$ cat src/rtl/gated_pulse_counter.sv
module gated_pulse_counter #(
  parameter int CLK_MHZ     = 50,
  parameter int TICK_CYCLES = CLK_MHZ * 1000,
  parameter int MS_W        = 16,
  parameter int CNT_W       = 32
) (
  input  logic             clk,
  input  logic             rst_n,
  input  logic             pulse_in,
  input  logic [1:0]       mode,
  input  logic             start,
  input  logic [MS_W-1:0]  win_ms,
  output logic [CNT_W-1:0] last_count,
  output logic             count_valid,
  output logic [MS_W-1:0]  report_ms,
  output logic [CNT_W-1:0] live_count,
  output logic             gate_o
);
  localparam int PRE_W = (TICK_CYCLES > 1) ? $clog2(TICK_CYCLES) : 1;
  localparam logic [PRE_W-1:0] PRE_LAST = PRE_W'(TICK_CYCLES - 1);
  localparam logic [1:0] M_IDLE = 2'd0, M_CONT = 2'd1, M_BURST = 2'd2, M_FREE = 2'd3;

  logic [1:0]       act;
  logic             skip;
  logic             pulse_q;
  logic [PRE_W-1:0] pre;
  logic [MS_W-1:0]  ms, win_q;
  logic [CNT_W-1:0] cnt;

  wire timed    = (act == M_CONT) || (act == M_BURST);
  wire tick     = timed && (pre == PRE_LAST);
  wire win_end  = tick && (ms == win_q);
  wire rise     = pulse_in && !pulse_q;
  assign gate_o = timed && (ms < win_q);
  wire count_en = rise && (gate_o || act == M_FREE);
  assign live_count = cnt;

  always_ff @(posedge clk) begin
    if (!rst_n) begin
      act         <= M_IDLE;
      skip        <= 1'b0;
      pulse_q     <= 1'b0;
      pre         <= '0;
      ms          <= '0;
      win_q       <= '0;
      cnt         <= '0;
      last_count  <= '0;
      count_valid <= 1'b0;
      report_ms   <= '0;
    end else begin
      pulse_q     <= pulse_in;
      count_valid <= 1'b0;
      if (mode == M_IDLE) begin
        act <= M_IDLE;
      end else if (start) begin
        act   <= mode;
        pre   <= '0;
        ms    <= '0;
        cnt   <= '0;
        win_q <= win_ms;
        skip  <= (mode == M_CONT);
        if (mode == M_CONT) last_count <= '0;
      end else begin
        if (timed) pre <= tick ? '0 : pre + 1'b1;
        if (tick) ms <= ms + 1'b1;
        if (count_en) cnt <= cnt + 1'b1;
        if (win_end) begin
          ms   <= '0;
          skip <= 1'b0;
          if (!skip) begin
            last_count  <= cnt;
            count_valid <= 1'b1;
            report_ms   <= win_q;
          end
          if (act == M_CONT) cnt <= '0;
          else act <= M_IDLE;
        end
      end
    end
  end
endmodule

$ cat config.mk
export PLATFORM = sky130hd
export DESIGN_NAME = gated_pulse_counter
export DESIGN_NICKNAME = d
export VERILOG_FILES = /design/src/rtl/gated_pulse_counter.sv
export SDC_FILE = /design/constraint.sdc
export NUM_CORES = 1
export LEC_CHECK = 0
export BUFFER_PORTS_ARGS = -buffer_cell sky130_fd_sc_hd__buf_2
export CORE_MARGIN = 1.5
export CORE_UTILIZATION = 59
export CTS_BUF_LIST = sky130_fd_sc_hd__clkbuf_8
export CTS_CLUSTER_SIZE = 8
export DETAILED_ROUTE_END_ITERATION = 12
export PLACE_DENSITY = 0.94
export SYNTH_ARGS = -nofsm -noshare
export SYNTH_HDL_FRONTEND = slang
export SYNTH_SLANG_ARGS = --single-unit
$ cat constraint.sdc
create_clock -name clk -period 2.9 [get_ports clk]
set_input_delay 0.145 -clock clk [delete_from_list [all_inputs] [get_ports clk]]
set_output_delay 0.145 -clock clk [all_outputs]
set_load 0.02 [all_outputs]
==> results of run 1 <==
## sequential cells by signal (all words and copies together) (netlist names)
| signal | cells |
|---|---|
| count_valid | 1 |
| live_count | 32 |
| ms | 16 |
| win_q | 16 |
| report_ms | 16 |
| skip | 1 |
| last_count | 32 |
| pre | 16 |
| act | 2 |
| pulse_q | 1 |
## worst paths after layout
kind                             start                         end  slack, ns  cells past startpoint
max                act[1]$_SDFFE_PP0P_  live_count[2]$_SDFFE_PN0N_       0.07                      9
min                            mode[1]         act[1]$_SDFFE_PP0P_       0.02                      3
max reg2reg        act[1]$_SDFFE_PP0P_  live_count[2]$_SDFFE_PN0N_       0.07                      9
min reg2reg  report_ms[7]$_SDFFE_PN0P_   report_ms[7]$_SDFFE_PN0P_       0.45                      2
## area by class of cell
class | count | area [um2] | share of cell area
clock buffer | 19 | 262 | 0.0346
tap | 136 | 170 | 0.0225
multi-input combinational | 572 | 3460 | 0.458
clock inverter | 13 | 123 | 0.0162
sequential | 133 | 2660 | 0.352
timing repair buffer | 134 | 816 | 0.108
inverter | 19 | 71.3 | 0.00942
## critical path, delay by kind of cell (launching register included)
kind,cells,cell delay (ns)
simple gates,4,1.16
buf+inv,1,0.08
flops,1,0.37
fa+ha+maj,1,0.33
compound gates,3,0.79
## placed cells by master, fill, tap and decap left out, types with 19 or more instances in the layout
cell and count:
a21boi_0 32, a21oi_1 21, and3_1 21, buf_2 103
clkbuf_8 19, dfxtp_1 133, ha_1 21, inv_1 19
nand2_1 132, nand3_1 58, nand3b_1 32, nor2_1 47
o21ai_0 45, xor2_1 20
## cells by family (layout without fill, tap and decap cells)
logic type	count (synthesis)	in the layout	synth area share
AND/OR/NAND/NOR	370	370	0.301
AO/OA/AOI/OAI	153	153	0.157
flip-flops	133	133	0.416
buffers and inverters	68	185	0.0450
XOR/XNOR	26	26	0.0356
adder cells (fa/ha/maj)	21	21	0.0411
multiplexers	2	2	0.00333
## power by group
part           internal, mW  switching (mW)  total [mW]  leakage [nW]
clock                 0.731           0.772        1.50         0.185
combinational         0.101           0.170       0.271          1.90
sequential             1.84          0.0180        1.86          1.07
total                  2.67           0.960        3.64          3.16
## metrics by stage
step | instance area, um2 | hold slack [ns] | TNS, ns | utilization
2_1_floorplan | 6400 | 0.267 | 0 | -
3_3_place_gp | 7010 | 0.360 | 0 | 0.673
3_5_place_dp | 7010 | 0.362 | 0 | 0.673
4_1_cts | 7560 | 0.00121 | 0 | 0.726
5_1_grt | 7570 | 0.0271 | -0.0212 | 0.727
6_report | 7570 | 0.0195 | 0 | 0.727
## metal layers
metal  global-route usage  wire length, um
met4                0.130              556
met2                0.485             8130
met5                    0                0
met3               0.0553             1050
met1                0.357             6870
## repair_timing
action,4_1_cts,5_1_grt
hold buffers,17,0
setup endpoints to repair,0,1
endpoints found under the hold margin,17,0
resized for setup,0,1
==> metrics.txt, run 1 <==
top cell type's share of synthesized area 0.416; Startpoint Class flip-flop; area grow syn2layout 18.3%; vias 6177; Die Wd 107 um; total grt overflow 0; H-tree Lvls 4; Synthesis Warnings 0; Cell Area, Synth 6400 um2; CP Capture Type flip-flop; Required @ worst endpoint 3.23 ns; final setup vio count 0; Tmin final 2.83 ns; vias in the first global route 5554; TritonCTS clock tree yes; first drt pass iteration count 5; Pleak 3.16 nW; fill count 723; wire per inst 16.2 um; placed cells 977; Max Root-Sink Buffers 2; Final Wtd Congestion 0.844; Core ar. 10400 um2; share of cells above drive strength 1 0.182; GRT Util Overall 0.288; first-pass GRT wire length 26500 um; Max stage delay cell, worst path nor4_4; status completed; Residual DRC 0; Unique masters post-synth 61; Hold Violations, Final 0; Worst EP arrival 3.17 ns; post-route antenna net violation count 0; worst slew pin tran 1.20 ns; setup ws final 0.0660 ns; top-count cell post-synth dfxtp_1; clock insertion delay at the later pin of the skew report 0.44 ns; crit-path cells inv_1 -> ha_1 -> nand4bb_1 -> nor4_4 -> and3_1 -> a21o_4 -> nor2_2 -> a32o_1 -> a31o_1; share of async-settable or async-resettable flops after synthesis 0; syn avg cell area 8.27 um2; Sink Count 133; Place WS 0.240 ns; Initial Util 0.614; period utilisation layout 0.977; largest net degree at the start of global routing 108; # IOs 104; final HPWL from detailed placement 10100 um; Final Max Tran Viols 0; pwr dens 480 nW/um2; post-synth top area cell dfxtp_1; Primary FF master, synth dfxtp_1; worst vdd ir 261 uV; Yosys reg bits 133; Hold Crit Class in -> reg; top post-synthesis cells by area dfxtp_1, nand2_1, nand3_1; clk slew on worst S/H paths 0.08 ns; worst rel slew slack 0.198; EDFF count, synth 0; DIE AREA 11500 um2; max incr delay on CP 0.43 ns; upper clock frequency limit 0.353 GHz; DR vias/cell 6.02; total wire length 16600 um; FP Rows 37; antenna cells 0; post-CTS setup buffer count 0; Max Cap Viol 0; CTS Buf Count 17; root buffer cell clkbuf_8; synthesized instance count 773; initial drt markers 439; nets@finish 920; total power 3.64 mW; Critical Path Fanout Max 29; Mapped Nets 816; post-route non-filler standard cell count 1026; clk_skew 0.0168 ns; initial antenna violation count 0; post-synthesis sequential area ratio 0.416; critical setup path kind reg -> reg; DIE HEIGHT 107 um; I/O Buffers 103; synth cell count leaders dfxtp_1, nand2_1, nand3_1, nor2_1, o21ai_0
Note: power is estimated with default switching activity, not from simulation.
==> inputs of run 2 (changes only) <==
- CORE_UTILIZATION: 59 -> 53
- PLACE_DENSITY: 0.94 -> 0.87
- clock period: 2.9 -> 2.25 ns (I/O delays scaled with it)
==> run 2 against run 1 <==
  * The run now ends with negative setup slack left
  * Utilization is 11 points higher
  * First-iteration DRC count grew to 3.4 times the previous value
  * Sequential share of layout area is 7.6 points lower
  * Die area is 11% higher
  * Sequential power is 29% higher
  * Register-to-register slack worse by 0.78 ns
  * Flip-flop and latch count stayed put
  * Worst hold slack better by 0.094 ns
  * Cell count is 12% higher
  * Critical endpoint is now live_count[20]$_SDFFE_PN0N_
==> metrics.txt, run 2 (synthesized netlist as in run 1, its figures left out) <==
status finished, violations left; failing checks negative setup slack; Hold Crit Class in -> reg; Final Wtd Congestion 0.837 (-0.79%); share of cells above drive strength 1 0.438 (+0.256); Critical Path Fanout Max 9 (-69%); Worst EP arrival 3.28 ns (+0.11 ns); critical setup path kind reg -> reg; Sink Count 133 (unchanged); clk_skew 0.0328 ns (+0.0160 ns); clock insertion delay at the later pin of the skew report 0.51 ns (+0.07 ns); Pleak 4.19 nW (+33%); Core ar. 11600 um2 (+11%); H-tree Lvls 4 (unchanged); unrepaired setup endpoints after global routing yes; min-delay src mode[0]; commonest non-fill, non-tap cell in the layout dfxtp_1; pwr dens 577 nW/um2 (+20%); antenna cells 0 (unchanged); CTS Buf Count 17 (unchanged); total wire length 32100 um (+93%); cell area after layout 9730 um2 (+29%); Die Wd 113 um (+5.4%); FP Rows 39 (+5.4%); DR vias/cell 7.10 (+18%); r2r startpoint win_q[6]$_SDFFE_PN0P_; post-route antenna net violation count 0 (unchanged); total grt overflow 0 (unchanged); Initial Util 0.551 (-0.0633); Max Cap Viol 0 (unchanged); CP Capture Type flip-flop; TritonCTS clock tree yes; first-pass GRT wire length 32600 um (+23%); setup ws final -0.713 ns (-0.779 ns); area grow syn2layout 52.2%; DIE AREA 12700 um2 (+11%); WHS Endpoint act[0]$_SDFFE_PP0P_; GRT Util Overall 0.323 (+0.0349); worst slew pin tran 1.28 ns (+0.0861 ns); Residual DRC 0 (unchanged); Startpoint Class flip-flop; Final Max Tran Viols 0 (unchanged); final setup vio count 103 (+103); initial antenna violation count 1 (+1); worst rel slew slack 0.140 (-0.0578); # IOs 104 (unchanged); period utilisation layout 1.32 (+0.340); vias in the first global route 6668 (+20%); Placed Area 7640 um2 (+9.0%); wire per inst 27.9 um (+72%); first drt pass iteration count 6 (+1); upper clock frequency limit 0.337 GHz (-4.4%); Seq. cell area 2690 um2 (+0.94%); worst vdd ir 522 uV (+100%); r2r setup slk -0.71 ns (-0.78 ns); most frequent cells in the layout dfxtp_1, nand2_1, buf_2, buf_4, nand3_2; final HPWL from detailed placement 11400 um (+13%); DIE HEIGHT 113 um (+5.4%); I/O Buffers 103 (unchanged); worst hold path cell count 3 (unchanged); Core Util, Final 0.838 (+0.112); fill count 515 (-29%); clk slew on worst S/H paths 0.11 ns (+0.03 ns); Max Root-Sink Buffers 2 (unchanged); vias 8174 (+32%); nets@finish 1038 (+13%); Required @ worst endpoint 2.56 ns (-0.67 ns); largest net degree at the start of global routing 64 (-41%); multi-input logic area 4440 um2 (+28%); initial drt markers 1497 (+240%); Hold Violations, Final 0 (unchanged); worst r2r dst live_count[20]$_SDFFE_PN0N_; root buffer cell clkbuf_8; reg2reg path depth 10 (+1); Tmin final 2.96 ns (+0.129 ns)
## run 2: worst max path at each step
| stage | from | cells past startpoint | to |
|---|---|---|---|
| 2_1_floorplan | pre[13]$_SDFFE_PN0P_ | 9 | live_count[23]$_SDFFE_PN0N_ |
| 3_3_place_gp | win_q[11]$_SDFFE_PN0P_ | 10 | live_count[11]$_SDFFE_PN0N_ |
| 3_5_place_dp | win_q[15]$_SDFFE_PN0P_ | 10 | live_count[16]$_SDFFE_PN0N_ |
| 4_1_cts | win_q[13]$_SDFFE_PN0P_ | 10 | live_count[21]$_SDFFE_PN0N_ |
| 5_1_grt | win_q[6]$_SDFFE_PN0P_ | 10 | live_count[31]$_SDFFE_PN0N_ |
| 6_report | win_q[6]$_SDFFE_PN0P_ | 10 | live_count[20]$_SDFFE_PN0N_ |
## run 2: area by class of cell
cell class	count	share of cell area
Multi-Input combinational cell	578	0.456
Sequential cell	133	0.276
Timing Repair Buffer	246	0.194
Clock buffer	18	0.0254
Clock inverter	14	0.0233
Tap cell	143	0.0184
Inverter	19	0.00733
## run 2: report_power, final
group / internal, mW / switching [mW]
sequential: 2.38 / 0.0232
combinational: 0.287 / 0.440
clock: 1.36 / 1.12
total: 4.03 / 1.59
## run 2: worst max-delay path: stages (launching register included)
cell and delay (ns):
dfxtp_2 0.44, inv_1 0.09, ha_1 0.31, nand4_1 0.26
nor4_4 0.51, and3_4 0.31, buf_8 0.14, a21oi_4 0.12
buf_4 0.22, o211ai_1 0.12, nand3_2 0.25
## run 2: repair_timing
action | in CTS | in global routing
hold endpoints to repair | 18 | 0
gates cloned | 4 | 13
pin swaps | 22 | 101
buffers inserted | 9 | 17
setup endpoints to repair | 104 | 103
hold buffers | 18 | 0
resized for setup | 63 | 215
## run 2: layer usage
layer	share of wire	track usage	vias to the layer above	wire length [um]
li1	-	-	3188	-
met1	0.32	0.373	3700	10200
met2	0.43	0.543	912	13900
met3	0.14	0.0782	372	4560
met4	0.11	0.198	2	3420
met5	0.00041	0	-	13
## run 2: per-stage QoR
stage	hold WS, ns	setup WS (ns)	std cells	setup TNS [ns]	total power [mW]
after detailed placement	0.338	-0.265	1058	-15.60	2.82
after CTS	0.0395	-0.146	1121	-5.38	5.23
after floorplan	0.234	-0.0218	773	-0.100	2.67
after global routing	0.136	-0.833	1151	-68.91	5.68
after global placement	0.329	-0.117	1058	-3.31	2.81
final	0.114	-0.713	1151	-57.79	5.61
==> inputs of run 3 (changes only) <==
- ABC_AREA: not set -> 1
- PLACE_DENSITY: 0.87 -> 0.86
==> run 3 against run 2 <==
  * The flow now finishes without violations
  * Flip-flop and latch count did not move
  * Setup slack improved by 0.79 ns
  * Combinational power fell by 39%
  * Maximum frequency rose by 36%
  * Power fell by 11%
  * Register-to-register slack improved by 0.84 ns
  * Sequential power barely moved
  * Highest routed layer is now met4
  * Die area rose by 6.8%
  * Wire length fell by 42%
  * Count of clock-buffer cells in the layout did not move
==> metrics.txt, run 3 <==
status completed; critical setup path kind reg -> out; final setup vio count 0 (-100%); clk_skew 0.0147 ns (-0.0181 ns); clock insertion delay at the later pin of the skew report 0.46 ns (-0.05 ns); pwr dens 603 nW/um2 (+4.5%); initial antenna violation count 0 (-1); multi-input logic area 3500 um2 (-21%); total wire length 18500 um (-42%); worst slew pin tran 0.839 ns (-0.443 ns); largest net degree at the start of global routing 60 (-6.3%); Place WS 0.129 ns (+0.394 ns); first drt pass iteration count 6 (unchanged); Required @ worst endpoint 2.14 ns (-0.42 ns); top cell type's share of synthesized area 0.389 (-0.0274); first-pass GRT wire length 29100 um (-11%); met3 Usage GRT 0.0695 (-0.00866); DIE AREA 13600 um2 (+6.8%); Core Util, Final 0.660 (-0.178); vias in the first global route 6217 (-6.8%); upper clock frequency limit 0.459 GHz (+36%); CP top delay family simple AND/OR/NAND/NOR gates; met1 usage 0.326 (-0.0473); area grow syn2layout 21.7%; global routing's busiest layer met2; WP buf/inv 4 (+1); Max stage delay cell, worst path dfxtp_1; FP Rows 41 (+5.1%); Core ar. 12600 um2 (+8.7%); post-synthesis xor/xnor area fraction 0.00768 (-0.0279); synth cell count leaders nand2_1, inv_1, dfxtp_1, a21oi_1, nand3_1; total power 5.02 mW (-11%); post-synthesis simple-gate area fraction 0.323 (+0.0220); worst rel slew slack 0.439 (+0.299); setup ws final 0.0721 ns (+0.786 ns); final HPWL from detailed placement 12100 um (+5.9%); Initial Util 0.543 (-0.00821); synthesized instance count 1003 (+30%); Hold Violations, Final 0 (unchanged); DR vias/cell 5.46 (-23%); nets@finish 1170 (+13%); post-synth top area cell dfxtp_1; Pleak 3.50 nW (-17%); period utilisation layout 0.968 (-0.349); initial drt markers 666 (-56%); root buffer cell clkbuf_8; syn avg cell area 6.83 um2 (-18%); Critical Path Fanout Max 3 (-6); unrepaired setup endpoints after global routing yes; crit-path cells inv_1 -> ha_1 -> nand2_1 -> nor2_1 -> nand2_1 -> inv_1 -> nand2_1 -> nand2_2 -> inv_1 -> buf_4; Startpoint Class flip-flop; largest family of logic cells by synthesized area simple AND/OR/NAND/NOR gates; Hold Crit Class in -> reg; commonest non-fill, non-tap cell in the layout nand2_1; post-synthesis compound-gate area fraction 0.135 (-0.0222); Residual DRC 0 (unchanged); # IOs 104 (unchanged); Max Cap Viol 0 (unchanged); Sink Count 133 (unchanged); Die Wd 117 um (+3.4%); max incr delay on CP 0.36 ns (-0.15 ns); H-tree Lvls 4 (unchanged); worst vdd ir 419 uV (-20%); GRT Util Overall 0.271 (-0.0523); fill count 1066 (+110%); total grt overflow 0 (unchanged); GRT met2 Usage 0.464 (-0.0792); Seq. cell area 2660 um2 (-0.88%); most frequent cells in the layout nand2_1, inv_1, dfxtp_1, a21oi_1, buf_2; EDFF count, synth 0 (unchanged); wire per inst 14.1 um (-49%); Max Root-Sink Buffers 2 (unchanged); antenna cells 0 (unchanged); share of async-settable or async-resettable flops after synthesis 0 (unchanged); TritonCTS clock tree yes; Worst EP arrival 2.07 ns (-1.21 ns); clk slew on worst S/H paths 0.08 ns (-0.03 ns); share of cells above drive strength 1 0.178 (-0.260); Tmin final 2.18 ns (-0.786 ns); CP Capture Type output pin; adder-cell share of the synthesized area 0.0384 (-0.00270); top-count cell post-synth nand2_1; CTS Buf Count 17 (unchanged); Cell Area, Synth 6850 um2 (+7.0%); mux cell area share after synthesis 0 (-0.00333); Final Max Tran Viols 0 (unchanged); Synthesis Warnings 0 (unchanged); DIE HEIGHT 117 um (+3.4%); I/O Buffers 103 (unchanged); post-synthesis sequential area ratio 0.389 (-0.0274); top post-synthesis cells by area dfxtp_1, nand2_1, a21oi_1; Mapped Nets 1046 (+28%); Yosys reg bits 133 (unchanged); Primary FF master, synth dfxtp_1; post-route antenna net violation count 0 (unchanged); Final Wtd Congestion 0.920 (+9.9%); Unique masters post-synth 39 (-36%); vias 7153 (-12%)
==> run 3: per-stage QoR <==
step	std cells	hold slack (ns)	area, um2	TNS (ns)
floorplan	1003	0.206	6850	0
CTS	1306	0.0170	8200	0
detailed placement	1256	0.315	7580	0
global route	1311	0.0326	8330	-0.0617
global placement	1256	0.307	7580	0
finish	1311	0.0346	8330	0
==> run 3: worst paths after layout <==
path / startpoint / endpoint / slack [ns] / depth (start not counted)
worst max register to register: win_q[15]$_SDFFE_PN0P_ / ms[9]$_SDFFE_PN0P_ / 0.13 / 13
worst min-delay path: start / act[1]$_SDFFE_PP0P_ / 0.03 / 3
worst min register to register: report_ms[10]$_SDFFE_PN0P_ / report_ms[10]$_SDFFE_PN0P_ / 0.46 / 2
worst max-delay path: win_q[11]$_SDFFE_PN0P_ / gate_o / 0.07 / 10
==> run 3: worst min-delay path, delay by kind of cell <==
| kind | cells | cell delay, ns |
|---|---|---|
| buf+inv | 1 | 0.18 |
| simple gates | 1 | 0.08 |
| compound gates | 1 | 0.06 |
==> run 3: cells by family (layout without fill, tap and decap cells) <==
| group | after synthesis | count (layout) |
|---|---|---|
| AOI/OAI and AO/OA | 166 | 166 |
| xor gates and xnor gates | 6 | 6 |
| adders and majority gates | 21 | 21 |
| buffers and inverters | 184 | 320 |
| DFF | 133 | 133 |
| and+or+nand+nor | 493 | 493 |
==> run 3: report_power, final <==
part           total (mW)  leakage [nW]  switching [mW]  internal [mW]
Combinational       0.444          2.20           0.286          0.158
Sequential           2.41          1.08          0.0230           2.38
Clock                2.17         0.216           0.942           1.23
==> run 3: metal layers <==
layer / vias up / routed length [um]
met4: 0 / 400
met3: 47 / 1350
met2: 302 / 9240
li1: 3551 / -
met5: - / 0
met1: 3253 / 7500
==> run 3: repair_timing <==
item,CTS,global route
endpoints found under the setup margin,0,63
hold endpoints to repair,20,0
hold buffers,19,0
setup buffers,0,3
resized for setup,0,20
==> run 3: area by class of cell <==
type	instances	area share
Tap cell	172	0.0258
Sequential cell	133	0.320
Timing Repair Buffer	149	0.119
Multi-Input combinational cell	686	0.420
Clock inverter	13	0.0221
Inverter	140	0.0631
Clock buffer	18	0.0297
